`src/rtl/fcw_pkg.sv`:
```
package fcw_pkg;
  typedef struct packed {
    logic ld_ok;    // load commits
    logic nm;       // load blocked by system control
    logic clr;      // clear exceptions
    logic wait_fp;  // waiting, non-load, non-clear instruction
  } fcw_dec_t;
endpackage

```
`src/rtl/fcw_decode.sv`:
```
module fcw_decode
  import fcw_pkg::*;
#(
  parameter int          SYS_W   = 4,
  parameter int          EM_BIT  = 2,
  parameter int          TS_BIT  = 3,
  parameter logic [7:0]  LD_OPC  = 8'hD9,
  parameter logic [2:0]  LD_REG  = 3'd5
) (
  input  logic             ex_valid,
  input  logic [7:0]       ex_opcode,
  input  logic [2:0]       ex_modrm_reg,
  input  logic             ex_nowait,
  input  logic             ex_clear,
  input  logic [SYS_W-1:0] sys_ctl,
  output fcw_dec_t         dec
);
  logic is_ld;
  logic blocked;

  always_comb begin
    is_ld       = ex_valid && !ex_clear && (ex_opcode == LD_OPC) && (ex_modrm_reg == LD_REG);
    blocked     = sys_ctl[EM_BIT] | sys_ctl[TS_BIT];
    dec.nm      = is_ld && blocked;
    dec.ld_ok   = is_ld && !blocked;
    dec.clr     = ex_valid && ex_clear;
    dec.wait_fp = ex_valid && !ex_clear && !is_ld && !ex_nowait;
  end
endmodule

```
`src/rtl/fcw_reg.sv`:
```
module fcw_reg #(
  parameter int              CW_W     = 16,
  parameter logic [CW_W-1:0] RESET_CW = 16'h037F
) (
  input  logic            clk,
  input  logic            rst,
  input  logic            ld_ok,
  input  logic            nm,
  input  logic [CW_W-1:0] ld_data,
  output logic [CW_W-1:0] cw_q
);
  always_ff @(posedge clk) begin
    if (rst)        cw_q <= RESET_CW;
    else if (ld_ok) cw_q <= ld_data;
  end

  // a committed load shows its operand in the next cycle
  p_load_value_r2: assert property (@(posedge clk) disable iff (rst)
    ld_ok |=> cw_q == $past(ld_data));
  // a blocked load leaves the word untouched
  p_blocked_hold_r3: assert property (@(posedge clk) disable iff (rst)
    nm |=> cw_q == $past(cw_q));
endmodule

```
`src/rtl/fcw_flags.sv`:
```
module fcw_flags #(
  parameter int NEXC = 6
) (
  input  logic            clk,
  input  logic            rst,
  input  logic            clr,
  input  logic [NEXC-1:0] flag_set,
  input  logic [NEXC-1:0] masks,
  output logic            pending
);
  logic [NEXC-1:0] flags_q;
  logic [NEXC-1:0] live;

  always_ff @(posedge clk) begin
    if (rst || clr) flags_q <= '0;
    else            flags_q <= flags_q | flag_set;
  end

  for (genvar i = 0; i < NEXC; i++) begin : g_live
    assign live[i] = flags_q[i] & ~masks[i];
  end

  assign pending = |live;

  // a clear empties every flag, even against a same-cycle set
  p_clear_empties_r7: assert property (@(posedge clk) disable iff (rst)
    clr |=> flags_q == '0);
  // without a clear, flags are sticky
  p_sticky_r8: assert property (@(posedge clk) disable iff (rst)
    !clr |=> (flags_q & $past(flags_q)) == $past(flags_q));
endmodule

```
`src/rtl/fpu_cw_defer.sv`:
```
module fpu_cw_defer
  import fcw_pkg::*;
#(
  parameter int              CW_W     = 16,
  parameter int              NEXC     = 6,
  parameter int              SYS_W    = 4,
  parameter int              EM_BIT   = 2,
  parameter int              TS_BIT   = 3,
  parameter logic [CW_W-1:0] RESET_CW = 16'h037F,
  parameter logic [7:0]      LD_OPC   = 8'hD9,
  parameter logic [2:0]      LD_REG   = 3'd5
) (
  input  logic             clk,
  input  logic             rst,
  input  logic             ex_valid,
  input  logic [7:0]       ex_opcode,
  input  logic [2:0]       ex_modrm_reg,
  input  logic             ex_nowait,
  input  logic             ex_clear,
  input  logic [CW_W-1:0]  ld_data,
  input  logic [NEXC-1:0]  flag_set,
  input  logic [SYS_W-1:0] sys_ctl,
  output logic [CW_W-1:0]  cw,
  output logic             nm_fault,
  output logic             fp_exc
);
  fcw_dec_t dec;
  logic     pending;

  fcw_decode #(
    .SYS_W(SYS_W), .EM_BIT(EM_BIT), .TS_BIT(TS_BIT),
    .LD_OPC(LD_OPC), .LD_REG(LD_REG)
  ) u_dec (
    .ex_valid(ex_valid), .ex_opcode(ex_opcode), .ex_modrm_reg(ex_modrm_reg),
    .ex_nowait(ex_nowait), .ex_clear(ex_clear), .sys_ctl(sys_ctl), .dec(dec)
  );

  fcw_reg #(.CW_W(CW_W), .RESET_CW(RESET_CW)) u_reg (
    .clk(clk), .rst(rst), .ld_ok(dec.ld_ok), .nm(dec.nm),
    .ld_data(ld_data), .cw_q(cw)
  );

  fcw_flags #(.NEXC(NEXC)) u_flags (
    .clk(clk), .rst(rst), .clr(dec.clr), .flag_set(flag_set),
    .masks(cw[NEXC-1:0]), .pending(pending)
  );

  assign nm_fault = dec.nm;
  assign fp_exc   = dec.wait_fp && pending;

  // no-wait forms never signal
  p_nowait_quiet_r6: assert property (@(posedge clk) disable iff (rst)
    (ex_valid && ex_nowait) |-> !fp_exc);
  // a load never signals, whatever it unmasks
  p_load_quiet_r4: assert property (@(posedge clk) disable iff (rst)
    (ex_valid && !ex_clear && ex_opcode == LD_OPC && ex_modrm_reg == LD_REG) |-> !fp_exc);
  // the pulse only accompanies an executing instruction
  p_with_strobe_r5: assert property (@(posedge clk) disable iff (rst)
    fp_exc |-> (ex_valid && !ex_clear));
  // the fault only accompanies an executing instruction
  p_fault_strobe_r3: assert property (@(posedge clk) disable iff (rst)
    nm_fault |-> (ex_valid && !fp_exc));
endmodule

```
`config.mk`:
```
export PLATFORM = sky130hd
export DESIGN_NAME = fpu_cw_defer
export DESIGN_NICKNAME = d
export VERILOG_FILES = /design/src/rtl/fcw_pkg.sv /design/src/rtl/fcw_decode.sv /design/src/rtl/fcw_reg.sv /design/src/rtl/fcw_flags.sv /design/src/rtl/fpu_cw_defer.sv
export SDC_FILE = /design/constraint.sdc
export NUM_CORES = 1
export LEC_CHECK = 0
export ABC_AREA = 0
export BUFFER_PORTS_ARGS = -buffer_cell sky130_fd_sc_hd__buf_2
export CELL_PAD_IN_SITES_DETAIL_PLACEMENT = 1
export CELL_PAD_IN_SITES_GLOBAL_PLACEMENT = 1
export CORE_MARGIN = 1
export CORE_UTILIZATION = 31
export DETAILED_ROUTE_END_ITERATION = 10
export GPL_TIMING_DRIVEN = 0
export PLACE_DENSITY = 0.92
export SLEW_MARGIN = 0
export SYNTH_ARGS = -nofsm -noshare
export SYNTH_HDL_FRONTEND = slang
export SYNTH_SLANG_ARGS = --single-unit
```
`constraint.sdc`:
```
create_clock -name clk -period 2.6 [get_ports clk]
set_clock_uncertainty 0.1 [all_clocks]
set_input_delay 0.39 -clock clk [delete_from_list [all_inputs] [get_ports clk]]
set_output_delay 0.39 -clock clk [all_outputs]
set_load 0.02 [all_outputs]
```
==> results.txt, run 1 <==
status: complete, but fails checks
failing checks: DRC
first-pass GRT wire length: 4.22 mm
antenna violations before repair: 0
CTS Buffer Depth: 2
Post-Synthesis Cells: 98
cts-stage hold buffer count: 0
CTS HTree Levels: 1
worst flop-to-flop path endpoint: u_reg.cw_q[8]$_SDFFE_PP1P_
Clock transition at path regs: 0.11 ns
n_diodes: 0
post-synth cell types: 17
Max Cap Viol: 0
Synth Warn #: 0
Crit path largest cell delay: 0.42 ns
Worst IR Drop VDD: 0.000160 V
Worst R2R Path Depth: 2
vias: 937
DP Wirelength: 2.13 mm
FF-to-FF Start: u_reg.cw_q[8]$_SDFFE_PP1P_
die area: 0.00334 mm^2
CP Launch Type: primary input
CP dominant cell by count: buf_2
Hold Path Class: primary input to register
CTS Root Buffer Type: clkbuf_4
total CTS buffers: 3
P per Cell Area: 424 mW/mm^2
min Tclk post-route: 2.11 ns
Area contributors post-synth: dfxtp_1, mux2i_1, nand2b_1
Area growth, synth to finish: 35.9%
Critical Path End: nm_fault
placed inst area: 0.00129 mm^2
GPL Wtd Cong: 0.735
Port-buffer cells: 57
Mapped Area: 965 um^2
final instance area: 0.00131 mm^2
register area share after synthesis: 45.7%
Wirelength per Cell: 13.6 um
RSZ-0062 raised after global routing: false
core area: 0.00285 mm^2
LEAKAGE: 0.580 nW
clock sink count: 22
Tcrit/Tclk final: 81.1%
relative slew slack: 56.4%
Syn Area/Cell: 9.84 um^2
HP Start: flag_set[5]
Synth top area share: 45.7%
final setup TNS: 0 ns
FMAX: 474 MHz
initial DRC count: 29
R2R setup slack: 1.85 ns
Yosys reg bits: 22
WP data required: 2.11 ns
drt pass-1 iters: 7
crit-path cells: buf_2 -> or3b_1 -> nor4_1 -> o21a_1 -> buf_2
global-route total usage across every layer: 16.3%
chip width: 57.8 um
Final #Nets: 202
CP arrival: 1.62 ns
# rows: 19
Worst Tran Pin Value: 0.649 ns
ANT nets after route: 0
area leader, netlist: dfxtp_1
# resized after CTS: 0
Chip Height: 57.8 um
largest net degree at the start of global routing: 12
io pins: 60
critical path capture point type: output port
total gr overflow: 0
CTS tree: yes
drt drc: 7
Slew Viols, Final: 0
Starting Density: 33.8%
Post-Syn Nets: 140
layout cells sized above 1: 39.9%
Max Fanout on Critical Path: 2
Vias per Instance: 4.96
number of global-route vias before repair: 938
final hold violation count: 0
Critical Path Source: ex_opcode[1]
setup violators final: 0
Crit Path Category: primary input to output port
slowest CP cell: or3b_1
Setup Buffers After CTS: 0
clock latency on the worst-skew pair: 0.29 ns
total wire length: 2.56 mm
-- cells by family after synthesis --
kind of cell           Yosys count  synth area share, %
AO/OA/AOI/OAI                   11                 8.56
buffers and inverters            7                 3.50
flip-flops                      22                 45.7
multiplexers                    16                 16.6
AND/OR/NAND/NOR                 42                 25.7
-- state kept, by name (all words and copies together) (netlist names) --
| name | cells |
|---|---|
| u_flags.flags_q | 6 |
| u_reg.cw_q | 16 |
-- synthesized netlist by cell type --
master,number
a22oi_1,1
clkbuf_1,3
o21a_1,7
nor4_1,1
or4b_4,1
dfxtp_1,22
a2111oi_0,2
a21oi_1,1
inv_1,3
nor2_1,18
nor2b_1,3
nand4b_1,2
nor4_4,1
or3b_1,1
mux2i_1,16
buf_6,1
nand2b_1,15
-- worst min-delay path by stage --
stage               cells after the start                       endpoint
floorplan                               1  u_flags.flags_q[1]$_SDFF_PP0_
global placement                        1  u_flags.flags_q[1]$_SDFF_PP0_
detailed placement                      1  u_flags.flags_q[1]$_SDFF_PP0_
CTS                                     2  u_flags.flags_q[5]$_SDFF_PP0_
global route                            2  u_flags.flags_q[5]$_SDFF_PP0_
finish                                  2  u_flags.flags_q[5]$_SDFF_PP0_
-- critical path, delay by kind of cell --
family	cells	cell delay [ns]
buffers and inverters	2	0.25
AO/OA/AOI/OAI	1	0.18
AND/OR/NAND/NOR	2	0.80
-- metrics by stage --
step / utilization (%) / instances / power, mW / hold WS, ns / worst slack, ns
detailed placement: 45.2 / 186 / 0.416 / 0.346 / 0.364
finish: 46.0 / 189 / 0.556 / 0.184 / 0.491
global placement: 45.2 / 186 / 0.411 / 0.330 / 0.461
CTS: 46.0 / 189 / 0.563 / 0.177 / 0.415
global route: 46.0 / 189 / 0.585 / 0.164 / 0.284
floorplan: - / 98 / 0.378 / 0.320 / 0.316
-- final cells by class --
| class | count | area (um^2) |
|---|---|---|
| Fill cell | 357 | 1540 |
| Multi-Input combinational cell | 69 | 490 |
| Sequential cell | 22 | 440 |
| Timing Repair Buffer | 57 | 285 |
| Tap cell | 31 | 38.8 |
| Clock buffer | 3 | 22.5 |
| Buffer | 4 | 22.5 |
| Inverter | 3 | 11.3 |
-- per-layer routing --
layer  share of wire [%]  vias to the layer above  wire (um)  GRT usage [%]
met5                   0                        -          0              0
met4                   0                        0          0           2.04
met3                 5.7                        0        145           3.13
met2                  54                       31       1380           31.6
met1                  41                      451       1040           19.1
li1                    -                      455          -              -
-- placed cells by master (no fill, tap or decap), types with 3 or more instances in the layout --
master	synthesis	routed
buf_2	0	57
clkbuf_1	3	3
clkbuf_4	0	3
dfxtp_1	22	22
inv_1	3	3
mux2i_1	16	16
nand2b_1	15	15
nor2_1	18	18
nor2b_1	3	3
o21a_1	7	7
-- where the power goes --
group          switching (mW)  internal, mW  total, mW
clock network          0.0946        0.0539      0.148
registers             0.00312         0.343      0.346
logic                  0.0260        0.0350     0.0610
(Power assumes the default switching activity.)
==> run 2, diff against run 1 <==
--- a/config.mk
+++ b/config.mk
@@ -10,10 +10,10 @@
 export CELL_PAD_IN_SITES_DETAIL_PLACEMENT = 1
 export CELL_PAD_IN_SITES_GLOBAL_PLACEMENT = 1
 export CORE_MARGIN = 1
-export CORE_UTILIZATION = 31
+export CORE_UTILIZATION = 26
 export DETAILED_ROUTE_END_ITERATION = 10
 export GPL_TIMING_DRIVEN = 0
-export PLACE_DENSITY = 0.92
+export PLACE_DENSITY = 0.83
 export SLEW_MARGIN = 0
 export SYNTH_ARGS = -nofsm -noshare
 export SYNTH_HDL_FRONTEND = slang
==> constraint.sdc (replaced) <==
create_clock -name clk -period 1.9 [get_ports clk]
set_clock_uncertainty 0.1 [all_clocks]
set_input_delay 0.285 -clock clk [delete_from_list [all_inputs] [get_ports clk]]
set_output_delay 0.285 -clock clk [all_outputs]
set_load 0.02 [all_outputs]
==> results.txt, run 2 (synthesis gave the netlist of run 1 again) <==
vias: 913 (-2.6%)
WP data required: 1.51 ns (-0.60 ns)
clock sink count: 22 (unchanged)
total wire length: 2.54 mm (-0.98%)
ANT nets after route: 0 (unchanged)
CTS tree: yes
global-route total usage across every layer: 13.8% (-2.6 points)
layout cells sized above 1: 43.4% (+3.5 points)
Max Fanout on Critical Path: 2 (unchanged)
Vias per Instance: 4.45 (-10%)
Largest Register: u_reg.cw_q
LEAKAGE: 0.605 nW (+4.3%)
CP Launch Type: primary input
core area: 0.00344 mm^2 (+21%)
Tcrit/Tclk final: 95.8%
antenna violations before repair: 0 (unchanged)
DP Wirelength: 2.13 mm (-0.17%)
Chip Height: 62.9 um (+8.9%)
Hold Path Class: primary input to register
DP Worst Slack: -0.190 ns (-0.554 ns)
number of global-route vias before repair: 939 (+0.11%)
initial DRC count: 10 (-66%)
Area growth, synth to finish: 45.1%
clock latency on the worst-skew pair: 0.26 ns (-0.03 ns)
max reg flops: 16 (unchanged)
total CTS buffers: 3 (unchanged)
worst flop-to-flop path endpoint: u_reg.cw_q[1]$_SDFFE_PP1P_
R2R setup slack: 1.14 ns (-0.71 ns)
Power Total: 0.989 mW (+78%)
chip width: 62.9 um (+8.9%)
largest net degree at the start of global routing: 14 (+2)
slack of the critical path: 0.0804 ns (-0.411 ns)
critical path capture point type: output port
drt pass-1 iters: 3 (-4)
Critical Path End: nm_fault
Starting Density: 28.0% (-5.8 points)
RSZ-0062 raised after global routing: true
hold depth: 2 (unchanged)
FMAX: 550 MHz
Clock transition at path regs: 0.08 ns (-0.03 ns)
# rows: 21 (+2)
highest-count cells in the layout ignoring fill and taps: buf_2, dfxtp_1, nor2_1, mux2i_1, nand2b_1
setup violators final: 0 (unchanged)
first-pass GRT wire length: 4.22 mm (+0.17%)
relative slew slack: 58.2% (+1.8 points)
CTS HTree Levels: 1 (unchanged)
CTS Root Buffer Type: clkbuf_8
FF-to-FF Start: u_reg.cw_q[1]$_SDFFE_PP1P_
Setup Buffers After CTS: 0 (unchanged)
min Tclk post-route: 1.82 ns
total gr overflow: 0 (unchanged)
Final #Nets: 202 (unchanged)
drt drc: 0 (-7)
Critical Path Source: ex_opcode[1]
Worst IR Drop VDD: 0.000245 V (+53%)
Worst R2R Path Depth: 2 (unchanged)
die area: 0.00396 mm^2 (+19%)
GPL Wtd Cong: 0.768 (+4.5%)
Top Registers: u_reg.cw_q: 16 flops, u_flags.flags_q: 6 flops
Wirelength per Cell: 12.4 um (-8.7%)
Crit Path Category: primary input to output port
Slew Viols, Final: 0 (unchanged)
final hold violation count: 0 (unchanged)
status: finished clean
io pins: 60 (unchanged)
P per Cell Area: 706 mW/mm^2 (+67%)
leading cell type in the layout, fill and taps excluded: buf_2
Max Cap Viol: 0 (unchanged)
n_diodes: 0 (unchanged)
CP arrival: 1.43 ns (-0.19 ns)
Port-buffer cells: 57 (unchanged)
CTS Buffer Depth: 2 (unchanged)
Worst Tran Pin Value: 0.622 ns (-0.0269 ns)
[run 2: worst max-delay path, stage by stage]
cell and delay, ns:
buf_2 0.09, or3b_1 0.43, nor4_2 0.30, o21a_1 0.17, buf_2 0.15
[run 2: repair_timing]
| item | 4_1_cts | 5_1_grt |
|---|---|---|
| endpoints found under the setup margin | 2 | 2 |
| hold buffers | 0 | 0 |
| gates resized for setup | 2 | 4 |
| pin swaps | 0 | 1 |
[run 2: worst min path at each step]
stage                               endpoint                          start
2_1_floorplan  u_flags.flags_q[0]$_SDFF_PP0_                    flag_set[0]
3_3_place_gp   u_flags.flags_q[1]$_SDFF_PP0_  u_flags.flags_q[1]$_SDFF_PP0_
3_5_place_dp   u_flags.flags_q[2]$_SDFF_PP0_  u_flags.flags_q[2]$_SDFF_PP0_
4_1_cts        u_flags.flags_q[3]$_SDFF_PP0_                    flag_set[3]
5_1_grt        u_flags.flags_q[3]$_SDFF_PP0_                    flag_set[3]
6_report       u_flags.flags_q[5]$_SDFF_PP0_                    flag_set[5]
[run 2: through the flow]
step | cells | utilization, % | cell area, um^2 | hold WS, ns | setup TNS [ns]
2_1_floorplan | 98 | - | 966 | 0.295 | 0
3_3_place_gp | 201 | 38.0 | 1310 | 0.331 | -1.36
3_5_place_dp | 201 | 38.0 | 1310 | 0.345 | -1.68
4_1_cts | 205 | 40.3 | 1390 | 0.115 | 0
5_1_grt | 205 | 40.7 | 1400 | 0.0991 | -0.00170
6_report | 205 | 40.7 | 1400 | 0.119 | 0
[run 2: layout make-up]
class | count | area (um^2)
fill | 416 | 2040
multi-input combinational | 69 | 512
sequential | 22 | 440
timing repair buffer | 57 | 285
tap | 46 | 57.6
clock buffer | 3 | 41.3
clock inverter | 1 | 30.0
buffer | 4 | 22.5
inverter | 3 | 11.3
[run 2: per-layer routing]
layer	wire length, um	vias to the layer above	part of all wire, %	track usage, %
li1	-	451	-	-
met1	1050	420	41	14.7
met2	1260	40	50	24.7
met3	214	2	8.4	4.56
met4	13	0	0.51	5.23
met5	0	-	0	0
[run 2: power by group]
group	leakage (nW)	switching [mW]	internal, mW
Combinational	0.390	0.0342	0.0483
Sequential	0.179	0.00468	0.469
Clock	0.0357	0.151	0.281
==> run 3, diff against run 2 <==
--- a/config.mk
+++ b/config.mk
@@ -17,4 +17,5 @@
 export SLEW_MARGIN = 0
 export SYNTH_ARGS = -nofsm -noshare
 export SYNTH_HDL_FRONTEND = slang
+export SYNTH_HIERARCHICAL = 1
 export SYNTH_SLANG_ARGS = --single-unit
==> results.txt, run 3 <==
Max Cap Viol: 0 (unchanged)
Synth Flop Type: dfxtp_1
min Tclk post-route: 1.90 ns (+0.0851 ns)
P per Cell Area: 565 mW/mm^2 (-20%)
register area share after synthesis: 47.8% (+2.1 points)
Synth Area in Adders: 0% (unchanged)
initial DRC count: 10 (unchanged)
Wirelength per Cell: 12.8 um (+3.6%)
drt pass-1 iters: 2 (-1)
Syn Area/Cell: 10.7 um^2 (+8.9%)
simple-gate share of the synthesized area: 22.4% (-3.3 points)
io pins: 60 (unchanged)
first-pass GRT wire length: 3.83 mm (-9.3%)
Register Area: 440 um^2 (unchanged)
GPL Wtd Cong: 0.702 (-8.6%)
n_diodes: 0 (unchanged)
vias: 865 (-5.3%)
area leader, netlist: dfxtp_1
CTS HTree Levels: 1 (unchanged)
Chip Height: 61.6 um (-2.2%)
Post-Synthesis Cells: 86 (-12%)
Hold Path Class: primary input to register
Starting Density: 27.4% (-0.61 points)
Tcrit/Tclk final: 100% (+4.5 points)
Yosys reg bits: 22 (unchanged)
final setup TNS: -0.00478 ns (-0.00478 ns)
largest net degree at the start of global routing: 12 (-2)
Synth top area share: 47.8% (+2.1 points)
Worst R2R Path Depth: 2 (unchanged)
CTS Root Buffer Type: clkbuf_4
hold depth: 2 (unchanged)
slowest CP cell: or4_4
relative slew slack: 73.8% (+16 points)
drt drc: 0 (unchanged)
ANT nets after route: 0 (unchanged)
layout cells sized above 1: 51.4% (+8.0 points)
status: complete, but fails checks
RSZ-0062 raised after global routing: true
R2R setup slack: 0.97 ns (-0.17 ns)
Worst Tran Pin Value: 0.391 ns (-0.231 ns)
compound-gate portion of the synthesized area: 15.5% (+6.9 points)
most frequent cell after synthesis: dfxtp_1
failing checks: setup timing
Top Registers: u_reg/cw_q: 16 flops, u_flags/flags_q: 6 flops
Post-synth EDFFs: 0 (unchanged)
Synth Area in XOR/XNOR: 0% (unchanged)
highest-count cells in the layout ignoring fill and taps: buf_2, dfxtp_1, nor2_1, a211o_1, mux2i_1
CTS tree: yes
LEAKAGE: 0.588 nW (-2.7%)
slack of the critical path: -0.00478 ns (-0.0851 ns)
Multi-input gate area: 433 um^2 (-15%)
DP Wirelength: 2.11 mm (-0.92%)
# rows: 21 (unchanged)
largest family of logic cells by synthesized area: simple AND/OR/NAND/NOR gates
CP arrival: 1.52 ns (+0.09 ns)
Max Fanout on Critical Path: 3 (+1)
Area growth, synth to finish: 42.5%
Post-Syn Nets: 128 (-8.6%)
Final #Nets: 190 (-5.9%)
Mapped Area: 922 um^2 (-4.4%)
clock latency on the worst-skew pair: 0.29 ns (+0.03 ns)
antenna violations before repair: 0 (unchanged)
DP Worst Slack: -0.294 ns (-0.105 ns)
chip width: 61.6 um (-2.2%)
Crit path buffers/inverters: 2 (unchanged)
critical path depth in cells: 6 (+1)
total CTS buffers: 3 (unchanged)
Clock transition at path regs: 0.11 ns (+0.03 ns)
Crit path largest cell delay: 0.56 ns (+0.13 ns)
Crit Path Category: primary input to output port
die area: 0.00379 mm^2 (-4.3%)
CP Launch Type: primary input
Worst IR Drop VDD: 0.000274 V (+12%)
final hold violation count: 0 (unchanged)
Area contributors post-synth: dfxtp_1, a211o_1, mux2i_1
Vias per Instance: 4.51 (+1.2%)
clock sink count: 22 (unchanged)
number of global-route vias before repair: 946 (+0.75%)
WP data required: 1.51 ns (about the same)
setup violators final: 1 (+1)
post-synth cell types: 23 (+6)
multiplexer share of the synthesized area: 7.60% (-9.0 points)
fill count: 418 (+0.48%)
CP delay by family, top: simple AND/OR/NAND/NOR gates
critical path capture point type: output port
total wire length: 2.46 mm (-3.0%)
Synth Warn #: 6 (+6)
leading cell type in the layout, fill and taps excluded: buf_2
FMAX: 525 MHz (-4.5%)
Slew Viols, Final: 0 (unchanged)
Largest Register: u_reg/cw_q
crit-path cells: buf_2 -> nand2b_4 -> or4_4 -> nor3b_2 -> and2_4 -> buf_6
cts-stage hold buffer count: 0 (unchanged)
Async S/R FF share, synth: 0% (unchanged)
Port-buffer cells: 57 (unchanged)
Power Total: 0.742 mW (-25%)
core area: 0.00336 mm^2 (-2.3%)
CTS Buffer Depth: 2 (unchanged)
Commonest cells post-synth: dfxtp_1, nor2_1, a211o_1
max reg flops: 16 (unchanged)
total gr overflow: 0 (unchanged)
global-route total usage across every layer: 13.8% (-0.014 points)
run 3: cell types whose count changed after synthesis, sizes merged, moves of 3 or more:
cell    previous run  this run
nor2              18        10
mux2i             16         7
inv                3         6
a211o              0         9
and2b              0         6
o22ai              0         3
nand2b            15         1
run 3: path summary, 6_finish.rpt:
path | from | end
min | ld_data[4] | u_reg/cw_q[4]$_SDFFE_PP1P_
max reg2reg | u_reg/cw_q[2]$_SDFFE_PP1P_ | u_reg/cw_q[2]$_SDFFE_PP1P_
min reg2reg | u_flags/flags_q[1]$_SDFF_PP0_ | u_flags/flags_q[1]$_SDFF_PP0_
max | ex_clear | fp_exc
run 3: cell type report:
type / count / area share [%]
clock buffers: 3 / 1.71
plain buffers: 4 / 3.05
well taps: 46 / 4.38
multi-input cells: 54 / 33.0
repair buffers: 57 / 22.7
inverters: 6 / 1.71
flip-flops and latches: 22 / 33.5
run 3: worst register-to-register path, cell delays in order (launching register included):
cell	delay [ns]
dfxtp_1	0.35
and2b_4	0.17
a211o_1	0.22
run 3: routing by layer:
layer  global-route usage, %  up-vias  part of all wire, %
li1                        -      417                    -
met1                    13.5      393                   35
met5                       0        -                    0
met2                    27.3       53                   51
met3                    3.57        2                   13
met4                    4.76        0                 0.61
run 3: per-stage QoR:
| step | hold WS [ns] | std cells | cell area, um^2 | util (%) |
|---|---|---|---|---|
| CTS | 0.0721 | 192 | 1310 | 39.1 |
| floorplan | 0.295 | 86 | 928 | - |
| global route | 0.0608 | 192 | 1310 | 39.1 |
| finish | 0.0847 | 192 | 1310 | 39.1 |
| detailed placement | 0.363 | 189 | 1270 | 37.8 |
| global placement | 0.342 | 189 | 1270 | 37.8 |
run 3: what timing repair did:
item | 4_1_cts | 5_1_grt
buffers inserted | 0 | 0
pin swaps | 2 | 1
gates resized for setup | 5 | 0
endpoints found under the setup margin | 1 | 2
run 3: where the power goes:
part	total (mW)	leakage, nW	internal (mW)	switching (mW)
sequential	0.475	0.179	0.470	0.00481
combinational	0.0723	0.395	0.0428	0.0295
clock	0.195	0.0138	0.0738	0.122
run 3: cell families after synthesis:
logic type | Yosys count
compound gates | 18
buf+inv | 10
flops | 22
mux | 7
simple gates | 29
